### config.mk
export PLATFORM = sky130hd
export DESIGN_NAME = junction_ctrl
export DESIGN_NICKNAME = d
export VERILOG_FILES = /design/src/rtl/junction_pkg.sv /design/src/rtl/jc_phase_timer.sv /design/src/rtl/jc_walk_latch.sv /design/src/rtl/jc_lamp_decode.sv /design/src/rtl/junction_ctrl.sv
export SDC_FILE = /design/constraint.sdc
export NUM_CORES = 1
export LEC_CHECK = 0
export BUFFER_PORTS_ARGS = -buffer_cell sky130_fd_sc_hd__buf_2
export CORE_AREA = 2 2 39 41
export CTS_BUF_LIST = sky130_fd_sc_hd__clkbuf_8
export DETAILED_ROUTE_END_ITERATION = 7
export DIE_AREA = 0 0 41 43
export PLACE_DENSITY = 0.67
export SKIP_LAST_GASP = 1
export SYNTH_ARGS = -nofsm -noshare
export SYNTH_HDL_FRONTEND = slang
export SYNTH_SLANG_ARGS = --single-unit
export TNS_END_PERCENT = 10
### constraint.sdc
create_clock -name clk -period 3.3 [get_ports clk]
set_input_delay 0.165 -clock clk [delete_from_list [all_inputs] [get_ports clk]]
set_output_delay 0.165 -clock clk [all_outputs]
set_load 0.01 [all_outputs]
### src/rtl/junction_pkg.sv
// Shared phase encoding for the junction controller.
// Assumes three state bits are enough for the five phases.
package junction_pkg;
    typedef enum logic [2:0] {
        PH_MAIN_GO   = 3'd0,
        PH_MAIN_WARN = 3'd1,
        PH_ALL_STOP  = 3'd2,
        PH_SIDE_GO   = 3'd3,
        PH_SIDE_WARN = 3'd4
    } phase_t;

    localparam int LAMP_W = 3;
endpackage

### src/rtl/jc_phase_timer.sv
// Down-counting phase timer. It loads load_val when load is high and
// otherwise decrements until it reaches zero. expired is high while the
// count is zero. Reset loads RST_VAL. Assumes load_val fits in W bits.
module jc_phase_timer #(
    parameter int W       = 4,
    parameter int RST_VAL = 1
) (
    input  logic         clk,
    input  logic         rst_n,
    input  logic         load,
    input  logic [W-1:0] load_val,
    output logic         expired
);
    logic [W-1:0] count_q;

    // Reload on a phase change, otherwise count down to zero and hold.
    always_ff @(posedge clk) begin
        if (!rst_n)              count_q <= W'(RST_VAL);
        else if (load)           count_q <= load_val;
        else if (count_q != '0)  count_q <= count_q - 1'b1;
    end

    assign expired = (count_q == '0);


    stays_expired_chk: assert property (@(posedge clk) disable iff (!rst_n)
        (expired && !load) |=> expired);
endmodule

### src/rtl/jc_walk_latch.sv
// Holds a pedestrian request from the edge it is seen until the edge on
// which the controller leaves the all-red phase. Clearing wins over a
// request arriving on that same edge.
module jc_walk_latch (
    input  logic clk,
    input  logic rst_n,
    input  logic walk_req,
    input  logic serve_done,
    output logic pending
);
    // Set on any request and clear once the all-red phase is left.
    always_ff @(posedge clk) begin
        if (!rst_n)          pending <= 1'b0;
        else if (serve_done) pending <= 1'b0;
        else if (walk_req)   pending <= 1'b1;
    end


    pend_cleared_chk: assert property (@(posedge clk) disable iff (!rst_n)
        serve_done |=> !pending);
endmodule

### src/rtl/jc_lamp_decode.sv
// Moore output decode. Outputs take default values first and are then
// overridden by phase. Lamp bits are {red, yellow, green}.
module jc_lamp_decode
    import junction_pkg::*;
(
    input  logic              clk,
    input  logic              rst_n,
    input  phase_t            phase,
    output logic [LAMP_W-1:0] main_lamp,
    output logic [LAMP_W-1:0] side_lamp,
    output logic              walk_on
);
    // Drive the lamps from the phase alone, red by default.
    always_comb begin
        main_lamp = 3'b100;
        side_lamp = 3'b100;
        walk_on   = 1'b0;
        case (phase)
            PH_MAIN_GO:   main_lamp = 3'b001;
            PH_MAIN_WARN: main_lamp = 3'b010;
            PH_ALL_STOP:  walk_on   = 1'b1;
            PH_SIDE_GO:   side_lamp = 3'b001;
            PH_SIDE_WARN: side_lamp = 3'b010;
            default: ;
        endcase
    end


    one_lamp_chk: assert property (@(posedge clk) disable iff (!rst_n)
        ($countones(main_lamp) == 1) && ($countones(side_lamp) == 1));

    walk_red_chk: assert property (@(posedge clk) disable iff (!rst_n)
        walk_on |-> (main_lamp[2] && side_lamp[2]));
endmodule

### src/rtl/junction_ctrl.sv
// Junction signal controller top. It holds the phase register and the
// next-phase logic and connects the timer, the walk latch and the lamp
// decode. Each D_* parameter is the count loaded on entry to that phase.
module junction_ctrl
    import junction_pkg::*;
#(
    parameter int D_MAIN_GO   = 6,
    parameter int D_MAIN_WARN = 2,
    parameter int D_ALL_STOP  = 3,
    parameter int D_SIDE_GO   = 4,
    parameter int D_SIDE_WARN = 2
) (
    input  logic              clk,
    input  logic              rst_n,
    input  logic              main_req,
    input  logic              side_sensor,
    input  logic              walk_req,
    output logic [LAMP_W-1:0] main_lamp,
    output logic [LAMP_W-1:0] side_lamp,
    output logic              walk_on
);
    localparam int D_MAX_A = (D_MAIN_GO > D_MAIN_WARN) ? D_MAIN_GO : D_MAIN_WARN;
    localparam int D_MAX_B = (D_SIDE_GO > D_SIDE_WARN) ? D_SIDE_GO : D_SIDE_WARN;
    localparam int D_MAX_C = (D_MAX_A > D_MAX_B) ? D_MAX_A : D_MAX_B;
    localparam int D_MAX   = (D_MAX_C > D_ALL_STOP) ? D_MAX_C : D_ALL_STOP;
    localparam int TW      = $clog2(D_MAX + 1);

    phase_t        phase_q, phase_d;
    logic          expired, pending, load, serve_done;
    logic [TW-1:0] reload;

    // Next-phase logic: hold by default and leave only on expiry.
    always_comb begin
        phase_d = phase_q;
        case (phase_q)
            PH_MAIN_GO:   if (main_req && expired)    phase_d = PH_MAIN_WARN;
            PH_MAIN_WARN: if (expired)                phase_d = pending ? PH_ALL_STOP : PH_SIDE_GO;
            PH_ALL_STOP:  if (expired)                phase_d = PH_SIDE_GO;
            PH_SIDE_GO:   if (side_sensor && expired) phase_d = PH_SIDE_WARN;
            PH_SIDE_WARN: if (expired)                phase_d = PH_MAIN_GO;
            default:                                  phase_d = PH_MAIN_GO;
        endcase
    end

    // Pick the duration of the phase being entered.
    always_comb begin
        reload = TW'(D_MAIN_GO);
        case (phase_d)
            PH_MAIN_WARN: reload = TW'(D_MAIN_WARN);
            PH_ALL_STOP:  reload = TW'(D_ALL_STOP);
            PH_SIDE_GO:   reload = TW'(D_SIDE_GO);
            PH_SIDE_WARN: reload = TW'(D_SIDE_WARN);
            default: ;
        endcase
    end

    assign load       = (phase_d != phase_q);
    assign serve_done = (phase_q == PH_ALL_STOP) && load;

    // Phase register with synchronous reset to main green.
    always_ff @(posedge clk) begin
        if (!rst_n) phase_q <= PH_MAIN_GO;
        else        phase_q <= phase_d;
    end

    jc_phase_timer #(.W(TW), .RST_VAL(D_MAIN_GO)) u_timer (
        .clk(clk), .rst_n(rst_n), .load(load), .load_val(reload), .expired(expired)
    );

    jc_walk_latch u_walk (
        .clk(clk), .rst_n(rst_n), .walk_req(walk_req),
        .serve_done(serve_done), .pending(pending)
    );

    jc_lamp_decode u_lamps (
        .clk(clk), .rst_n(rst_n), .phase(phase_q),
        .main_lamp(main_lamp), .side_lamp(side_lamp), .walk_on(walk_on)
    );


    reset_phase_chk: assert property (@(posedge clk)
        !rst_n |=> (phase_q == PH_MAIN_GO));

    leave_on_expiry_chk: assert property (@(posedge clk) disable iff (!rst_n)
        load |-> expired);

    stop_needs_walk_chk: assert property (@(posedge clk) disable iff (!rst_n)
        (phase_q == PH_MAIN_WARN && phase_d == PH_ALL_STOP) |-> pending);

    side_needs_car_chk: assert property (@(posedge clk) disable iff (!rst_n)
        (phase_q == PH_SIDE_GO && load) |-> side_sensor);

    main_needs_req_chk: assert property (@(posedge clk) disable iff (!rst_n)
        (phase_q == PH_MAIN_GO && load) |-> main_req);
endmodule

==> summary.md, run 1 <==
| Metric | Value |
|---|---|
| Outcome | `completed` |
| Initial Utilization | `between 30% and 40%` |
| Post-DP HPWL | `roughly 820 um` |
| Die area | `around 1800 um2` |
| Core area | `1380 um2` |
| Synth area leaders | `dfxtp_1 28%, nor2_1 5.2%, ha_1 4.9%, a21oi_1 4.0%, o21ai_0 4.0%` |
| Synth unique cells | `31` |
| Max-cap violation count | `0` |
| Pwr Density | `474 nW/um2` |
| Top cell type's share of synthesized area | `between 20% and 30%` |
| RSZ-0062 raised after global routing | `false` |
| Worst slew pin tran | `0.420 ns` |
| Minimum clock period | `1.79 ns` |
| Hold/Removal Path Class | `primary input to flop` |
| Final setup viols | `0` |
| First-pass GRT wire length | `1700 um` |
| Max Fclk | `between 0.5 and 0.6 GHz` |
| Final core occ | `43.3%` |
| DRT iter0 DRCs | `4` |
| CTS max path bufs | `2` |
| Reg-to-reg startpoint | `u_timer.count_q[0]` |
| Startpoint Class | `flop` |
| Crit. Startpoint | `u_timer.count_q[0]` |
| PortBufs | `11` |
| H-tree depth | `1` |
| Rows | `14` |
| Die Ht | `about 43 um` |
| Cells after Synth | `65` |
| # diodes | `0` |
| FFs w/ async S/R, synth | `0%` |
| Mapped Nets | `72` |
| Number of routed nets with antenna violations | `0` |
| Largest net degree at the start of global routing | `14` |
| Vias post-DR | `462` |
| Post-CTS Setup Bufs | `0` |
| Top_reg_cell synth | `dfxtp_1` |
| Area leader, netlist | `dfxtp_1` |
| Share of cells above drive strength 1 | `26.3%` |
| CTS Buf Count | `3` |
| Synth Register Bits | `7` |
| Commonest non-fill, non-tap cells in the layout | `11 x buf_2, 7 x nor2_1, 7 x dfxtp_1` |
| Vias per inst | `5.02` |
| Number of global-route vias before repair | `425` |
| Die span in x | `roughly 41 um` |
| Clock latency at the later pin of the worst-skew pair | `~0.22 ns` |
| Commonest non-fill, non-tap cell in the layout | `buf_2` |
| Register area share after synthesis | `approximately 28%` |
| Clk_skew | `0.00108 ns` |
| # nets final | `84` |
| CTS tree | `yes` |
| Final Hold Fails | `0` |
| Total Routing Usage GR | `14.5%` |
| Initial antenna violation count | `0` |
| Placed cell area | `about 550 um2` |
| Routability cong. | `0.725` |
| 1st-pass router iterations | `4` |
| Worst vdd ir | `0.218 mV` |
| Synth warnings | `0` |
| Tcrit/Tclk final | `between 50 and 60%` |
| Leakage power | `between 0.2 and 0.3 nW` |
| EDFF count, synth | `0` |
| Reg-to-reg endpoint | `u_timer.count_q[0]` |
| R2R setup slack | `1.51 ns` |
| Non-Filler Cell Area, Final | `599 um2` |
| Hold Buf Count CTS | `0` |
| Hold-critical path depth | `2` |
| Crit end category | `flop` |
| Layout fillers | `153` |
| Final count of pins violating max slew | `0` |
| Mapped cell area | `around 510 um2` |
| Num ports | `12` |
| CTS root buf | `clkbuf_8` |
| Worst Hold Endpoint | `u_timer.count_q[2]` |
| Slew headroom | `71.9%` |
| Crit Path Max Fanout | `11` |
| Required time worst endpoint | `3.44 ns` |
| WL/cell | `11.4 um` |
| Hold_ws | `about 0.24 ns` |
| Worst Hold Launch | `rst_n` |
| CTS Sinks | `7` |
| PostCTS Resize Cnt | `0` |
| Synth-to-layout area growth | `18.3%` |
| Fin Setup TNS | `0 ns` |
| Remaining global-route overflow | `0` |
| DRC | `0` |
| Worst r2r path cells | `6` |
| Critical path class | `flop to flop` |
| Mean Syn Cell Area | `between 7 and 8 um2` |
| Worst-path clk slew | `~0.040 ns` |
| WP data arrival | `1.93 ns` |
| WL final | `1050 um` |
==> critical path: stages, from the launching register on <==
cell	delay, ns
dfxtp_1	0.31
inv_1	0.08
ha_1	0.19
nor2b_2	0.40
a21oi_1	0.13
or3_4	0.39
o31ai_2	0.21
==> state kept, by name, summed over array words and instances (netlist names) <==
name / count
u_timer.count_q: 3
u_walk.pending: 1
phase_q: 3
==> cell families after synthesis <==
family | after synthesis | share of synthesized area, %
xor+xnor | 1 | 1.73
flops | 7 | 27.7
simple gates | 27 | 29.1
buf+inv | 8 | 8.39
compound gates | 18 | 24.0
fa+ha+maj | 2 | 4.94
mux | 2 | 4.20
==> cell usage after synthesis (2+ instances only) <==
library cell	count
a21oi_1	4
buf_4	2
ha_1	2
nand2_1	5
a21boi_1	2
o21ai_0	4
inv_1	4
o21a_1	2
nand3_1	2
nor3_1	3
nor2_1	7
nand2b_1	3
dfxtp_1	7
==> layer usage <==
layer	vias up	wire [um]	global-route usage, %
met5	-	0	0
met3	0	34	1.57
met4	0	0	12.0
li1	248	-	-
met2	9	545	22.2
met1	205	468	16.8
==> power breakdown <==
part | switching [mW] | total, mW | internal, mW
logic | 0.0330 | 0.0649 | 0.0318
clock network | 0.0325 | 0.113 | 0.0800
registers | 0.00973 | 0.107 | 0.0971
total | 0.0753 | 0.284 | 0.209
==> layout make-up <==
cell class | instances | area [um2] | share of cell area, %
well taps | 16 | 20.0 | 3.34
clock inverters | 1 | 3.75 | 0.626
flip-flops and latches | 7 | 140 | 23.4
clock buffers | 3 | 41.3 | 6.89
multi-input cells | 50 | 324 | 54.1
inverters | 4 | 15.0 | 2.51
repair buffers | 11 | 55.1 | 9.19
==> per-stage QoR <==
step / instances / total power, mW / worst slack [ns]
2_1_floorplan: 65 / 0.159 / 1.86
6_report: 92 / 0.284 / 1.51
3_3_place_gp: 88 / 0.170 / 1.58
5_1_grt: 92 / 0.306 / 1.41
3_5_place_dp: 88 / 0.173 / 1.51
4_1_cts: 92 / 0.289 / 1.50
==> how the worst max path moves through the flow <==
stage                              end  slack, ns  cells past startpoint
global placement    u_timer.count_q[0]       1.58                      6
global route        u_timer.count_q[0]       1.41                      6
floorplan           u_timer.count_q[1]       1.86                      7
CTS                 u_timer.count_q[0]       1.50                      6
finish              u_timer.count_q[0]       1.51                      6
detailed placement  u_timer.count_q[0]       1.51                      6
Note: power is estimated with default switching activity, not from simulation.
==> run 2, diff against run 1 <==
Settings changed: ABC_AREA from default to 1.
Clock period 3.3 ns to 1.69 ns, I/O delays scaled along.
==> run 2 against run 1 <==
Effect of this change:
- final area is 7.1% higher
- wire length is 5.5% higher
- critical path depth is 4 higher
- clock power is 100% higher
- critical endpoint is now u_timer.count_q[2]
- critical path type unchanged
- synthesized area stayed put
- clock skew hardly changed
==> summary.md, run 2 <==
| Metric | Value |
|---|---|
| Die area | `1760 um2 (unchanged)` |
| Mean Syn Cell Area | `6.50 um2 (-17%)` |
| Required time worst endpoint | `1.81 ns (-1.63 ns)` |
| FFs w/ async S/R, synth | `0% (unchanged)` |
| Register area | `140 um2 (unchanged)` |
| Hold/Removal Path Class | `primary input to flop` |
| Crit end category | `flop` |
| CTS Buf Count | `3 (unchanged)` |
| PostCTS Resize Cnt | `0 (unchanged)` |
| Startpoint Class | `flop` |
| WP data arrival | `1.67 ns (-0.26 ns)` |
| Commonest non-fill, non-tap cell in the layout | `nand2_1` |
| Max Fclk | `0.644 GHz (+15%)` |
| # nets final | `103 (+23%)` |
| Synth unique cells | `24 (-23%)` |
| Synth-to-layout area growth | `26.7%` |
| Register area share after synthesis | `27.7% (unchanged)` |
| PortBufs | `11 (unchanged)` |
| Critical path's slowest cell | `dfxtp_1` |
| Outcome | `completed` |
| CP cell instances | `inv_1 -> ha_1 -> nand3_1 -> nand2_2 -> o211ai_1 -> nand3_2 -> nor2_4 -> o21ai_2 -> nand2_1 -> nand2_1` |
| Rows | `14 (unchanged)` |
| Critical path class | `flop to flop` |
| Crit Path Max Fanout | `5 (-6)` |
| Remaining global-route overflow | `0 (unchanged)` |
| DRT iter0 DRCs | `9 (+5)` |
| Top cell type's share of synthesized area | `27.7% (unchanged)` |
| Mapped Nets | `85 (+18%)` |
| Clk_skew | `0.00107 ns (-0.0000112 ns)` |
| Die Ht | `43 um (unchanged)` |
| Leakage power | `0.359 nW (+42%)` |
| Tcrit/Tclk final | `91.9% (+38 points)` |
| Top-count cell post-synth | `nand2_1` |
| Initial antenna violation count | `0 (unchanged)` |
| Post-Layout Cell Count | `111 (+21%)` |
| Number of routed nets with antenna violations | `0 (unchanged)` |
| Share of cells above drive strength 1 | `28.4% (+2.1 points)` |
| Worst vdd ir | `0.421 mV (+93%)` |
| Post-CTS Setup Bufs | `0 (unchanged)` |
| Total Routing Usage GR | `13.7% (-0.79 points)` |
| Pwr Density | `1060 nW/um2 (+120%)` |
| Most Frequent Cell on Critical Path | `nand2_1` |
| # diodes | `0 (unchanged)` |
| H-tree depth | `1 (unchanged)` |
| Fin Setup TNS | `0 ns (unchanged)` |
| Top_reg_cell synth | `dfxtp_1` |
| Clock latency at the later pin of the worst-skew pair | `0.22 ns (about the same)` |
| Seq pwr share | `32.6% (-5.0 points)` |
| Hold Buf Count CTS | `0 (unchanged)` |
| Vias post-DR | `534 (+16%)` |
| RSZ-0062 raised after global routing | `false` |
| CP max stage delay | `0.32 ns (-0.08 ns)` |
| Worst-path clk slew | `0.04 ns (about the same)` |
| Dpl cells | `107 (+22%)` |
| Max-cap violation count | `0 (unchanged)` |
| Top Registers | `phase_q (3), u_timer.count_q (3), u_walk.pending (1)` |
| Post-DP HPWL | `897 um (+9.4%)` |
| DRC | `0 (unchanged)` |
| Area leader, netlist | `dfxtp_1` |
| Final setup viols | `0 (unchanged)` |
| Commonest non-fill, non-tap cells in the layout | `18 x nand2_1, 13 x inv_1, 11 x buf_2` |
| Synth Register Bits | `7 (unchanged)` |
| Num ports | `12 (unchanged)` |
| Cells after Synth | `78 (+20%)` |
| Initial Utilization | `36.6% (unchanged)` |
| Core area | `1380 um2 (unchanged)` |
| EDFF count, synth | `0 (unchanged)` |
| Synth warnings | `0 (unchanged)` |
| Most instantiated cells after synthesis | `18 x nand2_1, 12 x inv_1, 9 x nor2_1` |
| Die span in x | `41 um (unchanged)` |
| Clock network power share | `33.3% (-6.3 points)` |
| Int Pwr | `458 uW (+120%)` |
| Slew headroom | `82.5% (+11 points)` |
| Psw | `221 uW (+190%)` |
| Mapped cell area | `507 um2 (unchanged)` |
| WL/cell | `9.96 um (-13%)` |
| Net Sw Frac | `32.6% (+6.1 points)` |
| Number of global-route vias before repair | `440 (+3.5%)` |
| CTS max path bufs | `2 (unchanged)` |
| Vias per inst | `4.81 (-4.2%)` |
| Largest net degree at the start of global routing | `7 (-7)` |
| Layout fillers | `134 (-12%)` |
| WL final | `1110 um (+5.5%)` |
| Worst slew pin tran | `0.263 ns (-0.157 ns)` |
| First-pass GRT wire length | `1650 um (-2.8%)` |
| CTS Sinks | `7 (unchanged)` |
| Multi-input combinational cell area | `314 um2 (-3.1%)` |
| 1st-pass router iterations | `4 (unchanged)` |
| Final count of pins violating max slew | `0 (unchanged)` |
| Minimum clock period | `1.55 ns (-0.240 ns)` |
| Routability cong. | `0.694 (-4.3%)` |
| Final Hold Fails | `0 (unchanged)` |
| Part of the power in combinational logic | `34.1% (+11 points)` |
| Synth area leaders | `dfxtp_1 28%, nand2_1 13%, inv_1 8.9%, nand3_1 6.9%, nor2_1 6.7%` |
| CTS root buf | `clkbuf_8` |
| CTS tree | `yes` |
run 2: final cells by class:
cell class,count,area share [%]
tap,16,3.12
clock buffer,3,6.43
multi-input combinational,57,48.9
timing repair buffer,13,10.9
inverter,14,8.19
sequential,7,21.8
clock inverter,1,0.585
run 2: metal layers:
metal,part of all wire (%),wire length (um),global-route usage [%],up-vias
li1,-,-,-,280
met1,47,524,15.9,235
met2,46,514,22.5,17
met3,4.3,48,1.57,2
met4,1.6,18,8.00,0
met5,0,0,0,-
run 2: worst paths after layout:
| check | to | slack [ns] | from | depth (start not counted) |
|---|---|---|---|---|
| max | u_timer.count_q[2] | 0.14 | u_timer.count_q[0] | 10 |
| min | u_timer.count_q[2] | 0.09 | rst_n | 2 |
| max reg2reg | u_timer.count_q[2] | 0.14 | u_timer.count_q[0] | 10 |
| min reg2reg | u_timer.count_q[1] | 0.51 | u_timer.count_q[1] | 2 |
run 2: logic make-up (layout without fill, tap and decap cells):
family          Yosys count  count (layout)  share of synthesized area [%]
simple gates             44              44                           42.0
buf+inv                  14              31                           10.4
compound gates           10              10                           13.3
flops                     7               7                           27.7
fa+ha+maj                 2               2                           4.94
xor+xnor                  1               1                           1.73
run 2: power by group through the flow:
stage	Combinational (mW)	Clock, mW	Sequential, mW
global route	0.261	0.246	0.225
CTS	0.232	0.226	0.221
detailed placement	0.229	0	0.223
floorplan	0.178	0	0.217
finish	0.231	0.226	0.222
global placement	0.230	0	0.223
run 2: metrics by stage:
stage	instance area, um2	power [mW]	worst slack [ns]	util (%)	hold slack, ns
4_1_cts	642	0.678	0.123	46.4	0.0960
5_1_grt	642	0.732	0.0162	46.4	0.0895
6_report	642	0.679	0.137	46.4	0.0944
2_1_floorplan	507	0.395	0.246	-	0.153
3_3_place_gp	597	0.453	0.165	43.1	0.320
3_5_place_dp	597	0.453	0.130	43.1	0.323
run 2: worst max-delay path: cells and delay by family (launching register included):
family / cells / cell delay (ns)
adders and majority gates: 1 / 0.20
AOI/OAI and AO/OA: 2 / 0.18
buffers and inverters: 1 / 0.07
DFF: 1 / 0.32
and+or+nand+nor: 6 / 0.66
